**src/rtl/fpmant_pkg.sv**
```systemverilog
package fpmant_pkg;
  localparam int EXP_W  = 11;
  localparam int FRAC_W = 52;
  localparam int WORD_W = 1 + EXP_W + FRAC_W;
  localparam int SHIFT_W = $clog2(FRAC_W + 1);
  localparam logic [EXP_W-1:0] BIAS = EXP_W'((1 << (EXP_W - 1)) - 1);
  localparam logic [WORD_W-1:0] ONE_POS = {1'b0, BIAS, {FRAC_W{1'b0}}};
  localparam logic [WORD_W-1:0] QNAN_DEFAULT = {1'b1, {EXP_W{1'b1}}, 1'b1, {(FRAC_W-1){1'b0}}};

  typedef struct packed {
    logic pickNan;
    logic pickOne;
    logic pickIndef;
    logic pickMant;
    logic oneNeg;
    logic useSub;
    logic mantSign;
    logic raiseInv;
    logic raiseDen;
  } strobe_t;
endpackage

```
**src/rtl/fpmant_ctrl.sv**
```systemverilog
module fpmant_ctrl
  import fpmant_pkg::*;
(
  input  logic              clk,
  input  logic              rst,
  input  logic              inValid,
  input  logic [WORD_W-1:0] operand,
  input  logic [3:0]        ctrl,
  input  logic              dazMode,
  output strobe_t           strobes
);
  logic              opSign;
  logic [EXP_W-1:0]  opExp;
  logic [FRAC_W-1:0] opFrac;
  logic expZero, expMax, fracZero;
  logic isNan, isInf, isZero, isSub;

  assign opSign   = operand[WORD_W-1];
  assign opExp    = operand[WORD_W-2 -: EXP_W];
  assign opFrac   = operand[FRAC_W-1:0];
  assign expZero  = (opExp == '0);
  assign expMax   = &opExp;
  assign fracZero = (opFrac == '0);
  assign isNan    = expMax && !fracZero;
  assign isInf    = expMax && fracZero;
  assign isZero   = expZero && (fracZero || dazMode);
  assign isSub    = expZero && !fracZero && !dazMode;

  always_comb begin
    strobes = '0;
    strobes.mantSign = ctrl[2] ? 1'b0 : opSign;
    if (isNan) begin
      strobes.pickNan  = 1'b1;
      strobes.raiseInv = !opFrac[FRAC_W-1];
    end else if (!opSign && (isZero || isInf)) begin
      strobes.pickOne = 1'b1;
    end else if (opSign && isZero) begin
      strobes.pickOne = 1'b1;
      strobes.oneNeg  = !ctrl[2];
    end else if (opSign && ctrl[3]) begin
      strobes.pickIndef = 1'b1;
      strobes.raiseInv  = 1'b1;
    end else if (opSign && isInf) begin
      strobes.pickOne = 1'b1;
      strobes.oneNeg  = !ctrl[2];
    end else begin
      strobes.pickMant = 1'b1;
      strobes.useSub   = isSub;
      strobes.raiseDen = isSub;
    end
  end

  // exactly one output path is selected for an accepted operand
  p_one_path_r9: assert property (@(posedge clk) disable iff (rst)
    inValid |-> $onehot({strobes.pickNan, strobes.pickOne, strobes.pickIndef, strobes.pickMant}));

  // a rejected negative never reports a subnormal
  p_indef_no_den_r7: assert property (@(posedge clk) disable iff (rst)
    (inValid && strobes.pickIndef) |-> !strobes.raiseDen);
endmodule

```
**src/rtl/fpmant_dpath.sv**
```systemverilog
module fpmant_dpath
  import fpmant_pkg::*;
(
  input  logic              clk,
  input  logic              rst,
  input  logic              inValid,
  input  logic [WORD_W-1:0] operand,
  input  logic [1:0]        interval,
  input  strobe_t           strobes,
  output logic              outValid,
  output logic [WORD_W-1:0] result,
  output logic              invalidFlag,
  output logic              denormFlag
);
  logic [FRAC_W-1:0]  rawFrac;
  logic [SHIFT_W-1:0] leadZeros;
  logic [SHIFT_W-1:0] shAmt;
  logic [FRAC_W-1:0]  normFrac;
  logic [EXP_W-1:0]   normExp;
  logic               expOdd;
  logic [EXP_W-1:0]   outExp;
  logic [WORD_W-1:0]  nextResult;

  assign rawFrac = operand[FRAC_W-1:0];

  always_comb begin
    leadZeros = SHIFT_W'(FRAC_W);
    for (int b = 0; b < FRAC_W; b++) begin
      if (rawFrac[b]) leadZeros = SHIFT_W'(FRAC_W - 1 - b);
    end
  end

  assign shAmt    = leadZeros + SHIFT_W'(1);
  assign normFrac = strobes.useSub ? (rawFrac << shAmt) : rawFrac;
  assign normExp  = strobes.useSub ? (BIAS - EXP_W'(shAmt)) : operand[WORD_W-2 -: EXP_W];
  // unbiased exponent parity: the bias is odd, so parity flips
  assign expOdd   = ~normExp[0];

  always_comb begin
    unique case (interval)
      2'b00:   outExp = BIAS;
      2'b01:   outExp = expOdd ? BIAS - EXP_W'(1) : BIAS;
      2'b10:   outExp = BIAS - EXP_W'(1);
      default: outExp = normFrac[FRAC_W-1] ? BIAS - EXP_W'(1) : BIAS;
    endcase
  end

  always_comb begin
    if (strobes.pickNan)
      nextResult = operand | (WORD_W'(1) << (FRAC_W - 1));
    else if (strobes.pickIndef)
      nextResult = QNAN_DEFAULT;
    else if (strobes.pickOne)
      nextResult = {strobes.oneNeg, ONE_POS[WORD_W-2:0]};
    else
      nextResult = {strobes.mantSign, outExp, normFrac};
  end

  always_ff @(posedge clk) begin
    if (rst) begin
      outValid    <= 1'b0;
      result      <= '0;
      invalidFlag <= 1'b0;
      denormFlag  <= 1'b0;
    end else begin
      outValid    <= inValid;
      invalidFlag <= inValid && strobes.raiseInv;
      denormFlag  <= inValid && strobes.raiseDen;
      if (inValid) result <= nextResult;
    end
  end

  // the result appears one cycle after an accepted operand
  p_valid_follow_r1: assert property (@(posedge clk) disable iff (rst)
    inValid |=> outValid);
  p_valid_idle_r1: assert property (@(posedge clk) disable iff (rst)
    !inValid |=> (!outValid && !invalidFlag && !denormFlag));

  // any non-NaN, non-infinite result has exponent at the bias or one below
  p_exp_window_r2: assert property (@(posedge clk) disable iff (rst)
    (outValid && !(&result[WORD_W-2 -: EXP_W])) |->
      (result[WORD_W-2 -: EXP_W] == BIAS || result[WORD_W-2 -: EXP_W] == BIAS - EXP_W'(1)));

  // an invalid result is always a quiet NaN
  p_invalid_quiet_r8: assert property (@(posedge clk) disable iff (rst)
    (outValid && invalidFlag) |-> ((&result[WORD_W-2 -: EXP_W]) && result[FRAC_W-1]));

  // the denormal flag only accompanies a rescaled, valid result
  p_den_excl_r10: assert property (@(posedge clk) disable iff (rst)
    denormFlag |-> (outValid && !invalidFlag));
endmodule

```
**src/rtl/fp64_mant_norm.sv**
```systemverilog
module fp64_mant_norm
  import fpmant_pkg::*;
(
  input  logic              clk,
  input  logic              rst,
  input  logic              inValid,
  input  logic [WORD_W-1:0] operand,
  input  logic [3:0]        ctrl,
  input  logic              dazMode,
  output logic              outValid,
  output logic [WORD_W-1:0] result,
  output logic              invalidFlag,
  output logic              denormFlag
);
  strobe_t strobes;

  fpmant_ctrl ctrl_i (
    .clk     (clk),
    .rst     (rst),
    .inValid (inValid),
    .operand (operand),
    .ctrl    (ctrl),
    .dazMode (dazMode),
    .strobes (strobes)
  );

  fpmant_dpath dpath_i (
    .clk         (clk),
    .rst         (rst),
    .inValid     (inValid),
    .operand     (operand),
    .interval    (ctrl[1:0]),
    .strobes     (strobes),
    .outValid    (outValid),
    .result      (result),
    .invalidFlag (invalidFlag),
    .denormFlag  (denormFlag)
  );
endmodule

```
**config.mk**
```make
export PLATFORM = sky130hd
export DESIGN_NAME = fp64_mant_norm
export DESIGN_NICKNAME = d
export VERILOG_FILES = /design/src/rtl/fpmant_pkg.sv /design/src/rtl/fpmant_ctrl.sv /design/src/rtl/fpmant_dpath.sv /design/src/rtl/fp64_mant_norm.sv
export SDC_FILE = /design/constraint.sdc
export NUM_CORES = 1
export LEC_CHECK = 0
export BUFFER_PORTS_ARGS = -buffer_cell sky130_fd_sc_hd__buf_2
export CAP_MARGIN = 20
export CELL_PAD_IN_SITES_DETAIL_PLACEMENT = 0
export CELL_PAD_IN_SITES_GLOBAL_PLACEMENT = 1
export CORE_MARGIN = 2
export CORE_UTILIZATION = 42
export CTS_CLUSTER_SIZE = 20
export DETAILED_ROUTE_END_ITERATION = 16
export PLACE_DENSITY = 0.86
export RECOVER_POWER = 100
export SLEW_MARGIN = 25
export SYNTH_ARGS = -nofsm -noshare
export SYNTH_HDL_FRONTEND = slang
export SYNTH_HIERARCHICAL = 1
export SYNTH_SLANG_ARGS = --single-unit
export TNS_END_PERCENT = 30
```
**constraint.sdc**
```tcl
create_clock -name clk -period 5.79 [get_ports clk]
set_input_delay 0.8685 -clock clk [delete_from_list [all_inputs] [get_ports clk]]
set_output_delay 0.8685 -clock clk [all_outputs]
set_load 0.01 [all_outputs]
```
Word-level counts from Yosys, hierarchy flattened:

Cells that the tools add are included.

* bits in registers: 67
* bits of input ports: 72
* word-level logic and storage cells: 112

* add/sub/neg operators: 2
* equality and inequality tests: 2
* shifts and indexed selects: 1
* multiplexer cells: 81
* reductions and logical operators: 22

Operators by type and width (count)
* $mux W6: 51
* $mux W64: 3
* $logic_not A52 Y1: 1
* $mux W52: 1
* $shl A52 B6 Y52: 1
* $pmux W11 S3: 1
* $mux W1: 18
* $logic_and A1 B1 Y1: 11
* $logic_not A11 Y1: 1
* $reduce_and A11 Y1: 1
* $add A6 B1 Y6 const B: 1
* $mux W2: 3
* $mux W3: 2
* $logic_not A1 Y1: 5
* $mux W5: 1
* $mux W4: 1
* $eq A2 B1 Y1 const B: 1
* $eq A2 B2 Y1 const B: 1
* $logic_not A2 Y1: 1
* $logic_or A1 B1 Y1: 2
* $sub A1 B1 Y1 const A: 1

Logic depth before layout (Yosys ltp):

Gate-level depths: netlist of run 1.

* depth in word-level cells: 60
* mapped depth: 21
* gate-level depth less buffers: 17

By module:

The synthesis of run 1 kept the hierarchy.

Modules (own cells, without submodules)
* fpmant_dpath: times used 1, cells an instance 1010, area an instance 7666.1 um2, sequential area each 1341.3 um2
* fpmant_ctrl: times used 1, cells an instance 46, area an instance 299.0 um2, sequential area each 0.0 um2

Worst setup path after synthesis of run 1:

Ideal clock, no wire load.

* path type: input port to flip-flop
* start point: input port operand[50]
* end point: register dpath_i.result[29]
* setup time: 0.132 ns
* arrival: 4.947 ns
* setup slack: 0.712 ns
* cell stages on the path: 18
* cell sequence: clkbuf_1 nor2b_1 a2111o_1 a31o_2 and2_1 buf_2 nand2_4 inv_2 buf_2 ha_1 clkbuf_1 buf_1 clkbuf_1 mux4_2 a211oi_1 nor2_1 a221oi_1 nor3_1

* cells in the longest elaborated chain, start to end: 13

RTL lines
* start, declared: RTL line fp64_mant_norm.sv:7 `input logic [WORD_W-1:0] operand,`
* parallel branches: the longest is 12 deep, another holds $add A6 B1 Y6
* $mux W64 (*): RTL line fpmant_dpath.sv:49 `if (strobes.pickNan)`
* end signal, assigned: RTL line fpmant_dpath.sv:69 `if (inValid) result <= nextResult;`
* end, declared: RTL line fpmant_dpath.sv:11 `output logic [WORD_W-1:0] result,`

Every way passes the cells marked *.
A chain may end at the register's enable or synchronous reset.

==> qor.yml, run 1 <==
placement:
  place_congestion: 1.038
  dpl_worst_slack_ps: 547.3
  port_buffers: 138
  dp_hpwl_um: 26800
power_and_ir_drop:
  cellPowerDensity_mw_per_mm2: 209.8
  p_comb_share_pct: 40.7
  p_int_uw: 1146
  leakage_uw: 0.003579
  peakVddDrop_mv: 0.1573
  p_sw_uw: 732.4
  seq_power_share_pct: 27.3
  pwr-share-clk_pct: 32.0
  swShare_pct: 38.99
timing:
  finalClockSkew_ps: 0
  setup_slack_ps: 291.9
  tightest_slew_ps: 3279
  post-route-period-util_pct: 94.96
  min_period_ps: 5498
  fmax_mhz: 181.9
  slew-limit-headroom_pct: -118.6
  setup_viol: 0
  tns_ps: 0
  hold_viol: 0
  slew_violations: 71
  rsz0062_at_grt: "false"
  whs_ps: 472.6
hold_path:
  hp-class: "reg -> reg"
floorplan:
  die_width_um: 141.6
  start_util_pct: 42.68
  placementRows: 50
  die_y_um: 141.6
  fp.coreArea_mm2: 0.01864
  die_area_mm2: 0.02006
  io_pins: 139
logic_synthesis:
  synth_nets: 1127
  yosys_warnings: 6
  netlist_area_mm2: 0.007958
  netlist_instances: 1054
  synth.avg_cell_area_um2: 7.550
clocking:
  cts_tree: "built"
  cts_max_level: 3
  numCtsBuffers: 9
  root_buffer: "clkbuf_16"
  ctsHoldBuffers: 0
  clock_latency_ps: 330
  post-cts-setup-buffers: 0
  cts.sinks: 67
  clk_pin_slew_ps: 60
  cts.repair.resized: 0
  clk_path_buf_depth: 2
global_route:
  grt_max_degree: 83
  grt_first_pass_wirelength_um: 53880
  antenna_found_initial: 0
  grt_usage_pct: 35.20
  grt_pass1_vias: 8895
  grt-ovfl-total: 0
routing:
  antenna_left: 0
  drc: 0
  routed_wl_um: 36460
  drt_iter0_drc: 1366
  drt_first_pass_iters: 7
  viasPerCell: 7.091
  vias: 9707
  wl_per_cell_um: 26.63
worst_setup_path:
  endpoint_kind: "register"
  path_cells: "buf_2 -> nor4_1 -> nand4_2 -> o41ai_1 -> and2_0 -> nor2_1 -> nor3_1 -> nand2_1 -> clkbuf_1 -> a211oi_2 -> buf_4 -> buf_4 -> a22oi_1 -> a211oi_2"
  crit_family: "compound AO/OA/AOI/OAI gates"
  critical-path-slowest-cell: "o41ai_1"
  rrSetupSlack_ps: 4320
  path_buf_inv: 4
  slowest_delay_ps: 1290
  critPathRequiredTime_ps: 6010
  arrival_ps: 5720
  critPathKind: "in -> reg"
  crit_fanout: 19
  cp-start-kind: "primary input"
flow_run:
  cap_violations: 2
outcome:
  status: "complete, but fails checks"
  violations: "capacitance limit, slew limit"
layout:
  multiInputGateArea_mm2: 0.005984
  fillers: 1944
  final-seq-area_mm2: 0.001341
  n_antenna_cell: 0
  layout-drive-gt1-share_pct: 17.00
  area_growth_pct: 12.52
  nets: 1203
-- per-layer routing --
layer	share of wire [%]	GRT usage, %
met3	13	8.539
met2	42	52.91
met1	39	47.62
met4	5.5	16.47
met5	0	0
-- path summary, 6_finish.rpt --
kind,end,cells past startpoint,startpoint
worst min-delay path,dpath_i/result[22],2,dpath_i/result[22]
worst max register to register,dpath_i/result[37],4,dpath_i/result[37]
worst min register to register,dpath_i/result[22],2,dpath_i/result[22]
worst max-delay path,dpath_i/result[13],14,operand[44]
-- worst reg2reg max path, cell delays in order, from the launching register on --
cell and delay (ps):
dfxtp_1 330, a22oi_1 300, o221ai_1 180, a221oi_1 470, nor2_1 70
-- power by group through the flow --
stage               clock network [µW]  logic [µW]  registers (µW)
finish                             600         765             513
global route                       631         799             516
CTS                                613         743             512
detailed placement                   0         740             522
global placement                     0         742             522
floorplan                            0         458             535
-- final cells by class --
type                    count  share of cell area [%]
multi-input cells         850                   66.84
flip-flops and latches     67                   14.98
repair buffers            177                   10.23
well taps                 234                   3.270
clock buffers               9                   2.515
clock inverters             7                   1.118
inverters                  25                   1.048
-- registers in the layout (all words and copies together) (netlist names) --
name                 count
dpath_i/result          64
dpath_i/outValid         1
dpath_i/invalidFlag      1
dpath_i/denormFlag       1
-- metrics by stage --
step / cell area (µm²) / cells / utilization, % / power (µW)
floorplan: 7958 / 1054 / - / 992.7
global placement: 8746 / 1353 / 46.91 / 1263
detailed placement: 8746 / 1353 / 46.91 / 1262
CTS: 9071 / 1369 / 48.66 / 1867
global route: 8954 / 1369 / 48.03 / 1946
finish: 8954 / 1369 / 48.03 / 1878
-- cell usage in the layout (no fill, tap or decap), types with 33 or more instances in the layout --
cell type	n
nor4_1	34
nand2_1	99
clkbuf_1	72
a21oi_1	67
dfxtp_1	67
nor2_1	117
buf_2	70
mux2i_1	83
o21ai_0	34
nand3_1	33
Power figures use the tool's default switching activity.
==> run 2, diff against run 1 <==
==> constraint.sdc (replaced) <==
create_clock -name clk -period 5.79 [get_ports clk]
set_input_delay 1.158 -clock clk [delete_from_list [all_inputs] [get_ports clk]]
set_output_delay 1.158 -clock clk [all_outputs]
set_load 0.01 [all_outputs]
==> run 2 against run 1 <==
Compared with the run above:
- the run now ends clean
- critical path depth increased by 5
- die area stayed put
- clock skew unchanged
- cell count increased by 1.1%
- sequential cell count stayed put
- sequential power about the same
- worst setup slack improved by 47 ps
- core utilization increased by 0.10 points
- sequential share of layout area about the same
- clock power fell by 6.7%
- global-route usage is 0.53 points higher
- largest power group unchanged
==> qor.yml, run 2 (synthesized netlist as in run 1, its figures left out) <==
floorplan:
  die_area_mm2: 0.02006
  fp.coreArea_mm2: 0.01864
  die_y_um: 141.6
  die_width_um: 141.6
  placementRows: 50
  start_util_pct: 42.68
  io_pins: 139
timing:
  slew-limit-headroom_pct: 35.82
  min_period_ps: 5451
  whs_ps: 474.3
  setup_slack_ps: 339.1
  tightest_slew_ps: 962.8
  setup_viol: 0
  hold_viol: 0
  rsz0062_at_grt: "false"
  fmax_mhz: 183.5
  finalClockSkew_ps: 0
  tns_ps: 0
  post-route-period-util_pct: 94.14
  slew_violations: 0
clocking:
  cts.sinks: 67
  clock_latency_ps: 330
  post-cts-setup-buffers: 0
  cts_tree: "built"
  cts_max_level: 3
  ctsHoldBuffers: 0
  clk_path_buf_depth: 2
  numCtsBuffers: 9
  clk_pin_slew_ps: 60
  root_buffer: "clkbuf_16"
  cts.repair.resized: 0
global_route:
  antenna_found_initial: 0
  grt_first_pass_wirelength_um: 54790
  grt_usage_pct: 35.73
  grt_max_degree: 97
  grt-ovfl-total: 0
  grt_pass1_vias: 8938
placement:
  place_congestion: 1.056
  dpl_worst_slack_ps: 283.1
  dp_hpwl_um: 27540
  port_buffers: 138
  placed_area_mm2: 0.008846
layout:
  largest_reg_flops: 64
  fin_area_mm2: 0.008972
  largest_register: "dpath_i/result"
  layout-drive-gt1-share_pct: 17.48
  nets: 1218
  fillers: 1942
  layout_common_cells: "nor2_1, nand2_1, mux2i_1"
  n_antenna_cell: 0
  final_common_cell: "nor2_1"
  area_growth_pct: 12.75
power_and_ir_drop:
  p_total_uw: 1843
  peakVddDrop_mv: 0.1167
  cellPowerDensity_mw_per_mm2: 205.4
  leakage_uw: 0.003609
routing:
  wl_per_cell_um: 26.55
  antenna_left: 0
  drt_first_pass_iters: 8
  routed_wl_um: 36740
  drc: 0
  viasPerCell: 6.980
  vias: 9660
  drt_iter0_drc: 1322
worst_setup_path:
  cp-start-kind: "primary input"
  crit_fanout: 55
  arrival_ps: 5710
  critPathKind: "in -> reg"
  critPathRequiredTime_ps: 6050
  endpoint_kind: "register"
outcome:
  status: "finished clean"
hold_path:
  hp-class: "reg -> reg"
flow_run:
  cap_violations: 0
==> run 2: cell count changes in the layout (fill, tap and decap cells not counted), moves of 2 or more <==
cell,change
nor4_1,+2
buf_4,+14
buf_12,-2
nor4_2,-2
clkbuf_1,+4
==> run 2: where the power goes <==
group / switching (µW) / leakage (µW) / internal [µW]
clock network: 224 / 0.000142 / 336
registers: 18.9 / 0.000556 / 494
logic: 493 / 0.00291 / 277
==> run 2: stage by stage <==
step / cells / utilization, %
after detailed placement: 1368 / 47.45
after global routing: 1384 / 48.13
final: 1384 / 48.13
after global placement: 1368 / 47.45
after CTS: 1384 / 49.07
after floorplan: 1054 / -
==> run 2: layer usage <==
| layer | vias up | global-route usage, % | routed length, µm |
|---|---|---|---|
| met5 | - | 0 | 0 |
| met4 | 0 | 16.42 | 1858 |
| met3 | 135 | 6.851 | 4603 |
| met2 | 734 | 54.29 | 15860 |
| met1 | 4545 | 49.10 | 14420 |
| li1 | 4246 | - | - |
==> run 2: area by class of cell <==
class	instances	area (µm²)	share of cell area, %
multi-input cells	850	5952	66.34
flip-flops and latches	67	1341	14.95
repair buffers	192	991.0	11.04
well taps	234	292.8	3.263
clock buffers	9	225.2	2.510
inverters	25	93.84	1.046
clock inverters	7	76.32	0.8506
==> run 2: path summary, 6_finish.rpt <==
kind | start | end | slack, ps | cells past startpoint
max | operand[0] | dpath_i/result[50] | 340 | 19
min | dpath_i/result[21] | dpath_i/result[21] | 470 | 2
max reg2reg | dpath_i/result[37] | dpath_i/result[37] | 4560 | 4
min reg2reg | dpath_i/result[21] | dpath_i/result[21] | 470 | 2
==> run 2: worst max-delay path, stage by stage <==
cell and delay, ps:
clkbuf_1 230, nand2b_1 140, a221oi_1 100, or4_1 450
a21oi_1 340, o21ai_2 140, nand2_4 90, inv_2 40
ha_1 240, a21o_1 180, o211ai_1 310, buf_12 340
mux2i_1 180, clkbuf_1 170, mux4_2 500, mux2i_1 500
o22a_1 260, a21oi_1 90, nor4_2 230
